File: src/rtl/onew_rom_pkg.sv
package onew_rom_pkg;
  localparam int CMD_W = 8;

  localparam logic [CMD_W-1:0] CMD_READ  = 8'h33;
  localparam logic [CMD_W-1:0] CMD_MATCH = 8'h55;
  localparam logic [CMD_W-1:0] CMD_SRCH  = 8'hF0;
  localparam logic [CMD_W-1:0] CMD_SKIP  = 8'hCC;

  typedef enum logic [2:0] {
    ST_WAIT_RST,
    ST_CMD,
    ST_READ,
    ST_MATCH,
    ST_SRCH,
    ST_DONE
  } rom_state_e;

  typedef enum logic [1:0] {
    PH_TRUE,
    PH_CMPL,
    PH_DIR
  } srch_ph_e;
endpackage

File: src/rtl/onew_bit_cnt.sv
module onew_bit_cnt #(
  parameter int CNT_W = 6
) (
  input  logic             clk_i,
  input  logic             rst_ni,
  input  logic             clr_i,
  input  logic             inc_i,
  output logic [CNT_W-1:0] cnt_o
);
  always_ff @(posedge clk_i or negedge rst_ni) begin
    if (!rst_ni)    cnt_o <= '0;
    else if (clr_i) cnt_o <= '0;
    else if (inc_i) cnt_o <= cnt_o + 1'b1;
  end

  a_r2_cnt_clear: assert property (@(posedge clk_i) disable iff (!rst_ni)
    clr_i |=> (cnt_o == '0));
endmodule

File: src/rtl/onew_id_sel.sv
module onew_id_sel #(
  parameter int              ID_W  = 64,
  parameter int              IDX_W = 6,
  parameter logic [ID_W-1:0] ID    = '0
) (
  input  logic [IDX_W-1:0] idx_i,
  output logic             bit_o
);
  logic [ID_W-1:0] id_vec;

  for (genvar g = 0; g < ID_W; g++) begin : g_id
    assign id_vec[g] = ID[g];
  end

  assign bit_o = id_vec[idx_i];
endmodule

File: src/rtl/onew_rom_fsm.sv
module onew_rom_fsm
  import onew_rom_pkg::*;
#(
  parameter int CNT_W = 6,
  parameter int ID_W  = 64
) (
  input  logic             clk_i,
  input  logic             rst_ni,
  input  logic             bus_reset_i,
  input  logic             wr_valid_i,
  input  logic             wr_bit_i,
  input  logic             rd_req_i,
  input  logic             id_bit_i,
  input  logic [CNT_W-1:0] cnt_i,
  output logic             cnt_clr_o,
  output logic             cnt_inc_o,
  output logic             rd_bit_o,
  output logic             selected_o
);
  localparam logic [CNT_W-1:0] CMD_LAST = CNT_W'(CMD_W - 1);
  localparam logic [CNT_W-1:0] ID_LAST  = CNT_W'(ID_W - 1);

  rom_state_e       state_q;
  srch_ph_e         ph_q;
  logic [CMD_W-1:0] cmd_q, cmd_nx;
  logic             cmd_last, id_last, bit_eq;

  assign cmd_last = (cnt_i == CMD_LAST);
  assign id_last  = (cnt_i == ID_LAST);
  assign bit_eq   = (wr_bit_i == id_bit_i);
  assign cmd_nx   = {wr_bit_i, cmd_q[CMD_W-1:1]};  // LSB arrives first

  always_comb begin
    cnt_clr_o = 1'b0;
    cnt_inc_o = 1'b0;
    if (bus_reset_i) cnt_clr_o = 1'b1;
    else begin
      unique case (state_q)
        ST_CMD:   if (wr_valid_i) begin
                    cnt_clr_o = cmd_last;
                    cnt_inc_o = !cmd_last;
                  end
        ST_READ:  cnt_inc_o = rd_req_i;
        ST_MATCH: cnt_inc_o = wr_valid_i;
        ST_SRCH:  cnt_inc_o = wr_valid_i && (ph_q == PH_DIR) && bit_eq;
        default:  ;
      endcase
    end
  end

  always_comb begin
    rd_bit_o = 1'b1;
    if (state_q == ST_READ) rd_bit_o = id_bit_i;
    else if (state_q == ST_SRCH) begin
      if (ph_q == PH_TRUE)      rd_bit_o = id_bit_i;
      else if (ph_q == PH_CMPL) rd_bit_o = !id_bit_i;
    end
  end

  always_ff @(posedge clk_i or negedge rst_ni) begin
    if (!rst_ni) begin
      state_q    <= ST_WAIT_RST;
      ph_q       <= PH_TRUE;
      cmd_q      <= '0;
      selected_o <= 1'b0;
    end else if (bus_reset_i) begin
      state_q    <= ST_CMD;
      ph_q       <= PH_TRUE;
      selected_o <= 1'b0;
    end else begin
      unique case (state_q)
        ST_CMD: if (wr_valid_i) begin
          cmd_q <= cmd_nx;
          if (cmd_last) begin
            ph_q <= PH_TRUE;
            case (cmd_nx)
              CMD_READ:  state_q <= ST_READ;
              CMD_MATCH: state_q <= ST_MATCH;
              CMD_SRCH:  state_q <= ST_SRCH;
              CMD_SKIP:  begin state_q <= ST_DONE; selected_o <= 1'b1; end
              default:   state_q <= ST_WAIT_RST;
            endcase
          end
        end
        ST_READ: if (rd_req_i && id_last) begin
          state_q    <= ST_DONE;
          selected_o <= 1'b1;
        end
        ST_MATCH: if (wr_valid_i) begin
          if (!bit_eq)      state_q <= ST_WAIT_RST;
          else if (id_last) begin state_q <= ST_DONE; selected_o <= 1'b1; end
        end
        ST_SRCH: begin
          unique case (ph_q)
            PH_TRUE: if (rd_req_i) ph_q <= PH_CMPL;
            PH_CMPL: if (rd_req_i) ph_q <= PH_DIR;
            default: if (wr_valid_i) begin
              if (!bit_eq)      state_q <= ST_WAIT_RST;
              else if (id_last) begin state_q <= ST_DONE; selected_o <= 1'b1; end
              else              ph_q <= PH_TRUE;
            end
          endcase
        end
        default: ;
      endcase
    end
  end

  a_r2_reset_aborts: assert property (@(posedge clk_i) disable iff (!rst_ni)
    bus_reset_i |=> (!selected_o && state_q == ST_CMD));
  a_r8_stay_quiet: assert property (@(posedge clk_i) disable iff (!rst_ni)
    (state_q == ST_WAIT_RST && !bus_reset_i) |=>
      (state_q == ST_WAIT_RST && rd_bit_o && !selected_o));
  a_r7_complement: assert property (@(posedge clk_i) disable iff (!rst_ni)
    (state_q == ST_SRCH && ph_q == PH_TRUE && rd_req_i && !bus_reset_i) |=>
      (rd_bit_o != $past(rd_bit_o)));
  a_r10_sel_holds: assert property (@(posedge clk_i) disable iff (!rst_ni)
    (selected_o && !bus_reset_i) |=> selected_o);
  a_r12_release: assert property (@(posedge clk_i) disable iff (!rst_ni)
    (state_q == ST_CMD || state_q == ST_DONE) |-> rd_bit_o);
endmodule

File: src/rtl/onew_rom_layer.sv
module onew_rom_layer #(
  parameter int              ID_W = 64,
  parameter logic [ID_W-1:0] ID   = 64'h8C_5E3A9C71F0B4_17
) (
  input  logic clk_i,
  input  logic rst_ni,
  input  logic bus_reset_i,
  input  logic wr_valid_i,
  input  logic wr_bit_i,
  input  logic rd_req_i,
  output logic rd_bit_o,
  output logic selected_o
);
  localparam int CNT_W = $clog2(ID_W);

  logic [CNT_W-1:0] cnt;
  logic             cnt_clr, cnt_inc, id_bit;

  onew_bit_cnt #(.CNT_W(CNT_W)) u_cnt (
    .clk_i  (clk_i),
    .rst_ni (rst_ni),
    .clr_i  (cnt_clr),
    .inc_i  (cnt_inc),
    .cnt_o  (cnt)
  );

  onew_id_sel #(.ID_W(ID_W), .IDX_W(CNT_W), .ID(ID)) u_sel (
    .idx_i (cnt),
    .bit_o (id_bit)
  );

  onew_rom_fsm #(.CNT_W(CNT_W), .ID_W(ID_W)) u_fsm (
    .clk_i       (clk_i),
    .rst_ni      (rst_ni),
    .bus_reset_i (bus_reset_i),
    .wr_valid_i  (wr_valid_i),
    .wr_bit_i    (wr_bit_i),
    .rd_req_i    (rd_req_i),
    .id_bit_i    (id_bit),
    .cnt_i       (cnt),
    .cnt_clr_o   (cnt_clr),
    .cnt_inc_o   (cnt_inc),
    .rd_bit_o    (rd_bit_o),
    .selected_o  (selected_o)
  );
endmodule

File: config.mk
export PLATFORM = sky130hd
export DESIGN_NAME = onew_rom_layer
export DESIGN_NICKNAME = d
export VERILOG_FILES = /design/src/rtl/onew_rom_pkg.sv /design/src/rtl/onew_bit_cnt.sv /design/src/rtl/onew_id_sel.sv /design/src/rtl/onew_rom_fsm.sv /design/src/rtl/onew_rom_layer.sv
export SDC_FILE = /design/constraint.sdc
export NUM_CORES = 1
export LEC_CHECK = 0
export BUFFER_PORTS_ARGS = -buffer_cell sky130_fd_sc_hd__buf_2
export CAP_MARGIN = 20
export CORE_ASPECT_RATIO = 0.75
export CORE_MARGIN = 1.5
export CORE_UTILIZATION = 39
export CTS_CLUSTER_SIZE = 25
export DETAILED_ROUTE_END_ITERATION = 16
export GPL_TIMING_DRIVEN = 0
export PLACE_DENSITY = 0.56
export SYNTH_ARGS = -nofsm -noshare
export SYNTH_HDL_FRONTEND = slang
export SYNTH_SLANG_ARGS = --single-unit
File: constraint.sdc
create_clock -name clk_i -period 7.2 [get_ports clk_i]
set_clock_uncertainty 0.15 [all_clocks]
set_input_delay 0 -clock clk_i [delete_from_list [all_inputs] [get_ports clk_i]]
set_output_delay 0 -clock clk_i [all_outputs]
set_load 0.01 [all_outputs]
==> results of run 1 <==
-- kinds of logic after synthesis --
| group | count (synthesis) | synth area share [%] |
|---|---|---|
| AO/OA/AOI/OAI | 52 | 21.3 |
| adder cells (fa/ha/maj) | 6 | 4.52 |
| buffers and inverters | 18 | 5.28 |
| flip-flops | 19 | 28.7 |
| multiplexers | 19 | 13.0 |
| AND/OR/NAND/NOR | 79 | 27.3 |
-- report_power, final --
part | leakage (uW) | internal, uW | switching [uW]
Sequential | 0.000254 | 130 | 28.6
Combinational | 0.000447 | 57.7 | 67.0
Clock | 0.0000217 | 39.1 | 40.5
-- sequential cells by signal, summed over array words and instances (netlist names) --
| signal | flops |
|---|---|
| u_fsm.selected_o | 1 |
| u_fsm.state_q | 3 |
| u_fsm.cmd_q | 7 |
| u_cnt.cnt_o | 6 |
| u_fsm.ph_q | 2 |
-- stage by stage --
stage | util (%) | hold WS (ps) | setup slack, ps | cell area, um^2 | total power, uW
finish | 44.9 | 4.85 | 4390 | 1820 | 363
global route | 44.9 | 18.8 | 4220 | 1820 | 390
CTS | 44.9 | 11.1 | 4440 | 1820 | 363
detailed placement | 43.5 | -175 | 4480 | 1760 | 283
global placement | 43.5 | -181 | 4510 | 1760 | 279
floorplan | - | -446 | 4870 | 1660 | 247
-- cell usage after synthesis (2+ instances only) --
cell | instances | area, um^2
nand3b_1 | 2 | 15.0
nand3_1 | 11 | 55.1
a21o_1 | 2 | 15.0
nor3_1 | 6 | 30.0
a31oi_1 | 8 | 50.1
o31ai_1 | 2 | 15.0
o211ai_1 | 2 | 15.0
and3_1 | 2 | 12.5
inv_1 | 9 | 33.8
clkbuf_1 | 5 | 18.8
ha_1 | 6 | 75.1
dfrtp_1 | 19 | 475
a311oi_1 | 2 | 17.5
nor2_1 | 10 | 37.5
mux2_2 | 6 | 67.6
a22oi_1 | 2 | 15.0
nand4_1 | 7 | 43.8
a21oi_1 | 10 | 50.1
or3_1 | 2 | 12.5
nand2b_1 | 7 | 43.8
a211oi_1 | 2 | 15.0
o21ai_0 | 7 | 35.0
o2bb2ai_1 | 3 | 26.3
nor2b_1 | 2 | 12.5
mux2i_1 | 11 | 110
nor4_1 | 2 | 12.5
buf_2 | 2 | 10.0
nand2_1 | 12 | 45.0
nor4bb_1 | 5 | 50.1
and2_1 | 3 | 18.8
o21bai_1 | 2 | 15.0
-- critical path, cell delays in order, from the launching register on --
cell,delay (ps)
dfrtp_1,560
inv_1,120
ha_1,190
mux2i_1,190
mux2i_1,130
a311oi_1,460
nand4_1,370
and3_1,320
a31o_1,220
-- repair_timing --
action | in CTS | in global routing
hold buffers | 1 | 0
setup endpoints to repair | 0 | 0
hold endpoints to repair | 19 | 0
gates resized for setup | 0 | 0
-- worst paths after layout --
check / slack [ps] / to / from
hold / removal: 5 / u_fsm.state_q[1] / wr_bit_i
setup / recovery: 4390 / u_cnt.cnt_o[0] / u_cnt.cnt_o[1]
min in group asynchronous: 60 / u_fsm.cmd_q[6] / rst_ni
hold reg to reg: 380 / u_fsm.selected_o / u_fsm.selected_o
max in group asynchronous: 6510 / u_cnt.cnt_o[4] / rst_ni
setup reg to reg: 4390 / u_cnt.cnt_o[0] / u_cnt.cnt_o[1]
-- per-layer routing --
| layer | wire length (um) | share of wire (%) | global-route usage, % | up-vias |
|---|---|---|---|---|
| li1 | - | - | - | 764 |
| met1 | 2140 | 51 | 29.0 | 768 |
| met2 | 1780 | 43 | 30.2 | 48 |
| met3 | 215 | 5.2 | 4.62 | 8 |
| met4 | 30 | 0.72 | 4.34 | 0 |
| met5 | 0 | 0 | 0 | - |
-- final cells by class --
cell class / count / share of cell area, %
Inverter: 9 / 1.85
Clock buffer: 3 / 2.27
Timing Repair Buffer: 8 / 2.47
Clock inverter: 1 / 0.412
Multi-Input combinational cell: 156 / 60.2
Tap cell: 55 / 3.78
Buffer: 9 / 2.95
Sequential cell: 19 / 26.1
==> impl_metrics.env, run 1 <==
export IMPL_outcome="completed"
export IMPL_yosys_warnings=0
export IMPL_cts_sink_count=19
export IMPL_final_common_cell="dfrtp_1"
export IMPL_max_slew_margin_rel_pct=49.3
export IMPL_hp_class="input port to flop"
export IMPL_nets=218
export IMPL_critical_path_class="flop to flop"
export IMPL_period_share_pct=39.0
export IMPL_fillers=411
export IMPL_grt_pass1_vias=1491
export IMPL_grt_total_usage_pct=19.9
export IMPL_r2r_cells=8
export IMPL_multi_input_area_um2=1100
export IMPL_cellPowerDensity_nw_per_um2=199
export IMPL_crit_fanout=11
export IMPL_grt_max_degree=20
export IMPL_drt_wl_total_mm=4.17
export IMPL_ys_seq_area_share_pct=28.7
export IMPL_finalCriticalPeriod_ps=2810
export IMPL_dr_pass1_iters=5
export IMPL_row_count=20
export IMPL_fmax_ghz=0.356
export IMPL_die_w_um=78.3
export IMPL_finalNonFillerCells=260
export IMPL_via_per_inst=6.11
export IMPL_setup_worst_path_end_class="flop"
export IMPL_synth_main_ff_cell="dfrtp_1"
export IMPL_die_area_um2=4660
export IMPL_setup_violations_final=0
export IMPL_drv_cap=0
export IMPL_clock_latency_ps=260
export IMPL_synthCells=193
export IMPL_post_drt_wl_per_cell_um=16.0
export IMPL_area_growth_pct=9.80
export IMPL_post_cts_setup_buffers=0
export IMPL_async_reset_ff_share_pct=100
export IMPL_slew_violations=0
export IMPL_start_util_pct=40.9
export IMPL_dp_cells=255
export IMPL_synth_seq_cells=19
export IMPL_seq_area_um2=475
export IMPL_cp_arrival_ps=2810
export IMPL_synth_distinct_cells=53
export IMPL_drtAntennaViolNets=0
export IMPL_synth_edf_count=0
export IMPL_synthesis_area_um2=1660
export IMPL_grt_overflow=0
export IMPL_irDropWorstVdd_v=0.000134
export IMPL_grt_pass1_wl_mm=7.22
export IMPL_cts_tree="built"
export IMPL_p_leak_uw=0.000722
export IMPL_synth_nets=205
export IMPL_io_pins=8
export IMPL_clk_path_buf_depth=2
export IMPL_route_detailed_drc=0
export IMPL_fin_tns_setup_ps=0
export IMPL_startpoint_type="flop"
export IMPL_cts_root_buf="clkbuf_8"
export IMPL_drt_iter0_markers=186
export IMPL_required_ps=7200
export IMPL_numCtsBuffers=3
export IMPL_rsz0062_at_grt="no"
export IMPL_core_um2=4050
export IMPL_path_clk_slew_ps=90
export IMPL_dieHeight_um=59.5
export IMPL_portBuffers=7
export IMPL_final_cell_mix="dfrtp_1 (19), nand2_1 (12), mux2i_1 (11), nand3_1 (11)"
export IMPL_hold_depth=4
export IMPL_drive_gt1_share_pct=12.2
export IMPL_cts_htree_levels=1
export IMPL_vias=1588
export IMPL_tightestPinTransition_ps=758
export IMPL_antenna_found_initial=0
export IMPL_diodes=0
export IMPL_final_hold_violation_count=0
export IMPL_gp_routability_congestion=0.892
export IMPL_dp_final_hpwl_mm=3.21
export IMPL_postSynthAreaPerCell_um2=8.60
Power figures use the tool's default switching activity.
==> run 2: changes to the inputs <==
--- a/config.mk
+++ b/config.mk
@@ -5,6 +5,7 @@
 export SDC_FILE = /design/constraint.sdc
 export NUM_CORES = 1
 export LEC_CHECK = 0
+export ABC_AREA = 1
 export BUFFER_PORTS_ARGS = -buffer_cell sky130_fd_sc_hd__buf_2
 export CAP_MARGIN = 20
 export CORE_ASPECT_RATIO = 0.75
==> constraint.sdc (replaced) <==
create_clock -name clk_i -period 2.8 [get_ports clk_i]
set_clock_uncertainty 0.15 [all_clocks]
set_input_delay 0 -clock clk_i [delete_from_list [all_inputs] [get_ports clk_i]]
set_output_delay 0 -clock clk_i [all_outputs]
set_load 0.01 [all_outputs]
==> run 2 against run 1 <==
Effect of this change: sequential power rose to 2.6 times the previous value; sequential share of layout area is 0.81 points higher; synthesized area is 4.6% lower; non-clock buffer count is 2 lower; cell count up 13%; first-iteration DRC count fell by 29%; critical path type unchanged; largest power group unchanged.
==> impl_metrics.env, run 2 <==
export IMPL_outcome="completed"
export IMPL_synthesis_area_um2=1580
export IMPL_die_area_um2=4450
export IMPL_drt_iter0_markers=132
export IMPL_hp_class="input port to async pin"
export IMPL_tightestPinTransition_ps=530
export IMPL_fin_util_pct=46.7
export IMPL_nets=255
export IMPL_startpoint_type="flop"
export IMPL_synth_main_ff_cell="dfrtp_1"
export IMPL_path_clk_slew_ps=80
export IMPL_synthCells=228
export IMPL_synthTopCellsByArea="dfrtp_1 (30%), nand2_1 (16%), nand3_1 (7.6%), inv_1 (6.6%), nand4_1 (5.1%)"
export IMPL_synth_nets=240
export IMPL_grt_overflow=0
export IMPL_grt_total_usage_pct=17.4
export IMPL_drv_cap=0
export IMPL_portBuffers=6
export IMPL_grt_pass1_wl_mm=6.14
export IMPL_drive_gt1_share_pct=16.9
export IMPL_final_hold_violation_count=0
export IMPL_final_common_cell="nand2_1"
export IMPL_post_drt_wl_per_cell_um=12.0
export IMPL_vias=1491
export IMPL_numCtsBuffers=3
export IMPL_yosysMostFrequentCell="nand2_1"
export IMPL_cp_arrival_ps=2270
export IMPL_cellPowerDensity_nw_per_um2=560
export IMPL_grt_pass1_vias=1350
export IMPL_p_leak_uw=0.000877
export IMPL_critical_path_class="flop to flop"
export IMPL_gp_routability_congestion=0.860
export IMPL_cts_tree="built"
export IMPL_dp_final_hpwl_mm=2.68
export IMPL_fmax_ghz=0.441
export IMPL_place_ws_ps=550
export IMPL_period_share_pct=81.1
export IMPL_largest_reg_flops=7
export IMPL_cts_root_buf="clkbuf_8"
export IMPL_drt_wl_total_mm=3.52
export IMPL_cts_sink_count=19
export IMPL_synth_top_area_cell="dfrtp_1"
export IMPL_via_per_inst=5.07
export IMPL_drtAntennaViolNets=0
export IMPL_area_growth_pct=11.6
export IMPL_rsz0062_at_grt="no"
export IMPL_setup_slack_ps=530
export IMPL_p_total_uw=990
export IMPL_fin_tns_setup_ps=0
export IMPL_synth_seq_cells=19
export IMPL_dr_pass1_iters=4
export IMPL_start_util_pct=41.9
export IMPL_grt_max_degree=20
export IMPL_setup_worst_path_end_class="flop"
export IMPL_reg_top3="u_fsm.cmd_q (7), u_cnt.cnt_o (6), u_fsm.state_q (3)"
export IMPL_cts_htree_levels=1
export IMPL_postSynthAreaPerCell_um2=6.94
export IMPL_clock_latency_ps=260
export IMPL_slew_violations=0
export IMPL_clk_path_buf_depth=2
export IMPL_ys_seq_area_share_pct=30.0
export IMPL_crit_fanout=7
export IMPL_hold_slack_ps=65.2
export IMPL_synth_top_area_share_pct=30.0
export IMPL_yosys_top_cells_count="nand2_1 (66), inv_1 (28), nand3_1 (24), dfrtp_1 (19), nor2_1 (16)"
export IMPL_row_count=19
export IMPL_final_cell_mix="nand2_1 (66), inv_1 (28), nand3_1 (24)"
export IMPL_synth_edf_count=0
export IMPL_synth_distinct_cells=29
export IMPL_irDropWorstVdd_v=0.000521
export IMPL_die_w_um=76.6
export IMPL_dieHeight_um=58.2
export IMPL_finalCriticalPeriod_ps=2270
export IMPL_diodes=0
export IMPL_setup_violations_final=0
export IMPL_ctsResizeCount=0
export IMPL_route_detailed_drc=0
export IMPL_max_slew_margin_rel_pct=64.3
export IMPL_required_ps=2800
export IMPL_io_pins=8
export IMPL_antenna_found_initial=0
export IMPL_post_cts_setup_buffers=0
export IMPL_yosys_warnings=0
export IMPL_top_register="u_fsm.cmd_q"
export IMPL_async_reset_ff_share_pct=100
export IMPL_core_um2=3780
## run 2: final timing paths
kind / start / end / depth (start not counted) / slack, ps
max in group asynchronous: rst_ni / u_fsm.cmd_q[2] / 2 / 2110
setup reg to reg: u_cnt.cnt_o[0] / u_cnt.cnt_o[5] / 14 / 530
hold / removal: rst_ni / u_fsm.ph_q[0] / 2 / 70
hold reg to reg: u_fsm.selected_o / u_fsm.selected_o / 2 / 360
setup / recovery: u_cnt.cnt_o[0] / u_cnt.cnt_o[5] / 14 / 530
min in group clk_i: rd_req_i / u_fsm.state_q[1] / 7 / 140
## run 2: kinds of logic (layout without fill, tap and decap cells)
family                     after synthesis  after routing  synth area share (%)
DFF                                     19             19                  30.0
and+or+nand+nor                        146            146                  46.7
AOI/OAI and AO/OA                       16             16                  6.64
buffers and inverters                   37             51                  9.64
xor gates and xnor gates                 4              4                  2.21
adders and majority gates                6              6                  4.74
## run 2: per-stage QoR
| stage | instances | instance area [um^2] |
|---|---|---|
| floorplan | 228 | 1580 |
| global placement | 286 | 1680 |
| detailed placement | 286 | 1680 |
| CTS | 294 | 1770 |
| global route | 294 | 1770 |
| finish | 294 | 1770 |
## run 2: what timing repair did
item                                    4_1_cts  5_1_grt
hold buffers                                  4        0
endpoints found under the hold margin        25        0
endpoints found under the setup margin        0        0
## run 2: final cells by class
type | count | area [um^2]
timing repair buffer | 10 | 70.1
clock buffer | 3 | 41.3
fill | 366 | 2010
multi-input combinational | 172 | 955
tap | 52 | 65.1
sequential | 19 | 475
buffer | 5 | 32.5
inverter | 32 | 120
clock inverter | 1 | 7.51
## run 2: critical path: stages, from the launching register on
cell      delay, ps
dfrtp_1         460
inv_1           180
ha_1            360
nand2_1          80
nand2_1          50
nand2_1          50
nand2_1          50
nand2_1         110
nand3_2         120
nand2_2         120
nand2_2          90
nand2_4         110
nand2_4          80
nand3b_1        100
nand2_1          60
## run 2: per-layer routing
metal	global-route usage, %	wire, um
met1	25.6	1890
met2	26.1	1400
met3	3.94	207
met4	3.44	17
met5	0	0
## run 2: report_power, final
group	internal (uW)	switching [uW]	leakage [uW]	total, uW
clock	100	105	0.0000217	205
sequential	345	69.2	0.000249	414
combinational	132	239	0.000607	371
total	577	413	0.000877	990
==> run 3: changes to the inputs <==
==> constraint.sdc (replaced) <==
create_clock -name clk_i -period 2.1 [get_ports clk_i]
set_clock_uncertainty 0.15 [all_clocks]
set_input_delay 0 -clock clk_i [delete_from_list [all_inputs] [get_ports clk_i]]
set_output_delay 0 -clock clk_i [all_outputs]
set_load 0.01 [all_outputs]
==> run 3 against run 2 <==
Effect of this change: first-iteration DRC count down 12%; global-route usage up 0.24 points; via count up 3.0%; combinational power up 59%.
==> impl_metrics.env, run 3 (same netlist as run 2, synthesis figures left out) <==
export IMPL_drt_wl_total_mm=3.83
export IMPL_grt_overflow=0
export IMPL_fillers=353
export IMPL_max_stage_delay_ps=470
export IMPL_hold_slack_ps=67.9
export IMPL_route_detailed_drc=0
export IMPL_die_w_um=76.6
export IMPL_crit_fanout=7
export IMPL_dr_pass1_iters=4
export IMPL_cts_root_buf="clkbuf_8"
export IMPL_diodes=0
export IMPL_post_drt_wl_per_cell_um=12.8
export IMPL_portBuffers=6
export IMPL_required_ps=2100
export IMPL_p_leak_uw=0.000916
export IMPL_period_share_pct=97.0
export IMPL_vias=1536
export IMPL_reg_top3="u_fsm.cmd_q (7), u_cnt.cnt_o (6), u_fsm.state_q (3)"
export IMPL_grt_total_usage_pct=17.6
export IMPL_clk_path_buf_depth=2
export IMPL_dieHeight_um=58.2
export IMPL_drv_cap=0
export IMPL_io_pins=8
export IMPL_dp_final_hpwl_mm=2.68
export IMPL_fmax_ghz=0.491
export IMPL_fin_util_pct=51.3
export IMPL_top_register="u_fsm.cmd_q"
export IMPL_via_per_inst=5.14
export IMPL_core_um2=3780
export IMPL_die_area_um2=4450
export IMPL_startpoint_type="flop"
export IMPL_grt_max_degree=20
export IMPL_rsz0062_at_grt="yes"
export IMPL_cellPowerDensity_nw_per_um2=733
export IMPL_row_count=19
export IMPL_cp_arrival_ps=2040
export IMPL_critical_path_class="flop to flop"
export IMPL_antenna_found_initial=0
export IMPL_largest_reg_flops=7
export IMPL_cts_htree_levels=1
export IMPL_grt_pass1_wl_mm=6.22
export IMPL_drive_gt1_share_pct=25.5
export IMPL_final_common_cell="nand2_1"
export IMPL_cts_sink_count=19
export IMPL_cts_tree="built"
export IMPL_finalCriticalPeriod_ps=2040
export IMPL_crit_chain="buf_6 > ha_4 > nand2_1 > nand2_1 > nand2_1 > nand3_2 > nand2_4 > nand3_4 > nand2_4 > nand2_4 > nand2_8 > nand2_8 > nand3b_1 > nand2_1"
export IMPL_r2r_cells=14
export IMPL_setup_violations_final=0
export IMPL_area_growth_pct=22.5
export IMPL_tightestPinTransition_ps=568
export IMPL_busiest_layer="met2"
export IMPL_setup_worst_path_end_class="flop"
export IMPL_nets=260
export IMPL_numCtsBuffers=3
export IMPL_use_met2_pct=26.5
export IMPL_grt_met1_usage_pct=26.0
export IMPL_slew_violations=0
export IMPL_max_slew_margin_rel_pct=61.8
export IMPL_drtAntennaViolNets=0
export IMPL_irDropWorstVdd_v=0.000695
export IMPL_use_met3_pct=3.94
export IMPL_start_util_pct=41.9
export IMPL_gp_routability_congestion=0.860
export IMPL_slowest_stage="dfrtp_2"
export IMPL_final_hold_violation_count=0
export IMPL_drt_iter0_markers=116
export IMPL_hp_class="input port to async pin"
export IMPL_outcome="completed"
export IMPL_final_cell_mix="nand2_1 (61), inv_1 (24), nand3_1 (22)"
export IMPL_crit_path_frequent_cell="nand2_1"
export IMPL_path_clk_slew_ps=90
export IMPL_clock_latency_ps=270
export IMPL_grt_pass1_vias=1372
==> run 3: cell count changes in the layout (fill, tap and decap cells not counted), moves of 2 or more <==
| cell | before | now |
|---|---|---|
| ha_1 | 6 | 3 |
| nand3_4 | 0 | 2 |
| nand2_8 | 0 | 2 |
| dfrtp_2 | 0 | 2 |
| nand2_1 | 66 | 61 |
| dfrtp_1 | 19 | 17 |
| buf_4 | 1 | 4 |
| nand3_1 | 24 | 22 |
| inv_2 | 4 | 7 |
| inv_1 | 28 | 24 |
| ha_4 | 0 | 3 |
| nand2_2 | 5 | 7 |
| buf_6 | 1 | 3 |
==> run 3: area by class of cell <==
class / instances / area (um^2) / share of cell area (%)
Sequential cell: 19 / 478 / 24.6
Clock inverter: 1 / 7.51 / 0.387
Multi-Input combinational cell: 172 / 1080 / 55.5
Buffer: 5 / 32.5 / 1.68
Inverter: 32 / 123 / 6.32
Tap cell: 52 / 65.1 / 3.35
Clock buffer: 3 / 41.3 / 2.13
Timing Repair Buffer: 15 / 115 / 5.94
==> run 3: where the power goes <==
part / internal, uW / switching, uW / leakage, uW / total (uW)
logic: 230 / 361 / 0.000649 / 591
registers: 461 / 94.4 / 0.000246 / 555
clock network: 134 / 141 / 0.0000217 / 275
total: 826 / 596 / 0.000916 / 1420
==> run 3: metal layers <==
metal	wire [um]	vias to the layer above
met5	0	-
met4	17	0
met3	287	2
met2	1640	56
met1	1890	700
li1	-	778
==> run 3: critical path: cells and delay by family (launching register included) <==
family / cells / cell delay [ps]
and+or+nand+nor: 12 / 1010
buffers and inverters: 1 / 150
adders and majority gates: 1 / 150
DFF: 1 / 470
==> run 3: what timing repair did <==
action / in CTS / in global routing
setup endpoints to repair: 13 / 12
endpoints found under the hold margin: 26 / 0
hold buffers: 4 / 0
pin swaps: 0 / 14
gates resized for setup: 4 / 27
buffers inserted: 3 / 2
==> run 3: through the flow <==
| step | std cells | TNS (ps) | setup slack, ps | cell area, um^2 | power (uW) |
|---|---|---|---|---|---|
| floorplan | 228 | 0 | 180 | 1580 | 920 |
| global placement | 286 | -1200 | -155 | 1680 | 1050 |
| detailed placement | 286 | -1180 | -150 | 1680 | 1040 |
| CTS | 297 | 0 | 31.7 | 1790 | 1360 |
| global route | 299 | -260 | -56.0 | 1940 | 1540 |
| finish | 299 | 0 | 63.3 | 1940 | 1420 |
==> run 3: worst paths after layout <==
path / to / startpoint / slack [ps]
max in group asynchronous: u_cnt.cnt_o[0] / rst_ni / 1380
hold reg to reg: u_fsm.selected_o / u_fsm.selected_o / 360
min in group clk_i: u_fsm.state_q[1] / rd_req_i / 140
hold / removal: u_fsm.ph_q[0] / rst_ni / 70
setup / recovery: u_cnt.cnt_o[3] / u_cnt.cnt_o[1] / 60
setup reg to reg: u_cnt.cnt_o[3] / u_cnt.cnt_o[1] / 60
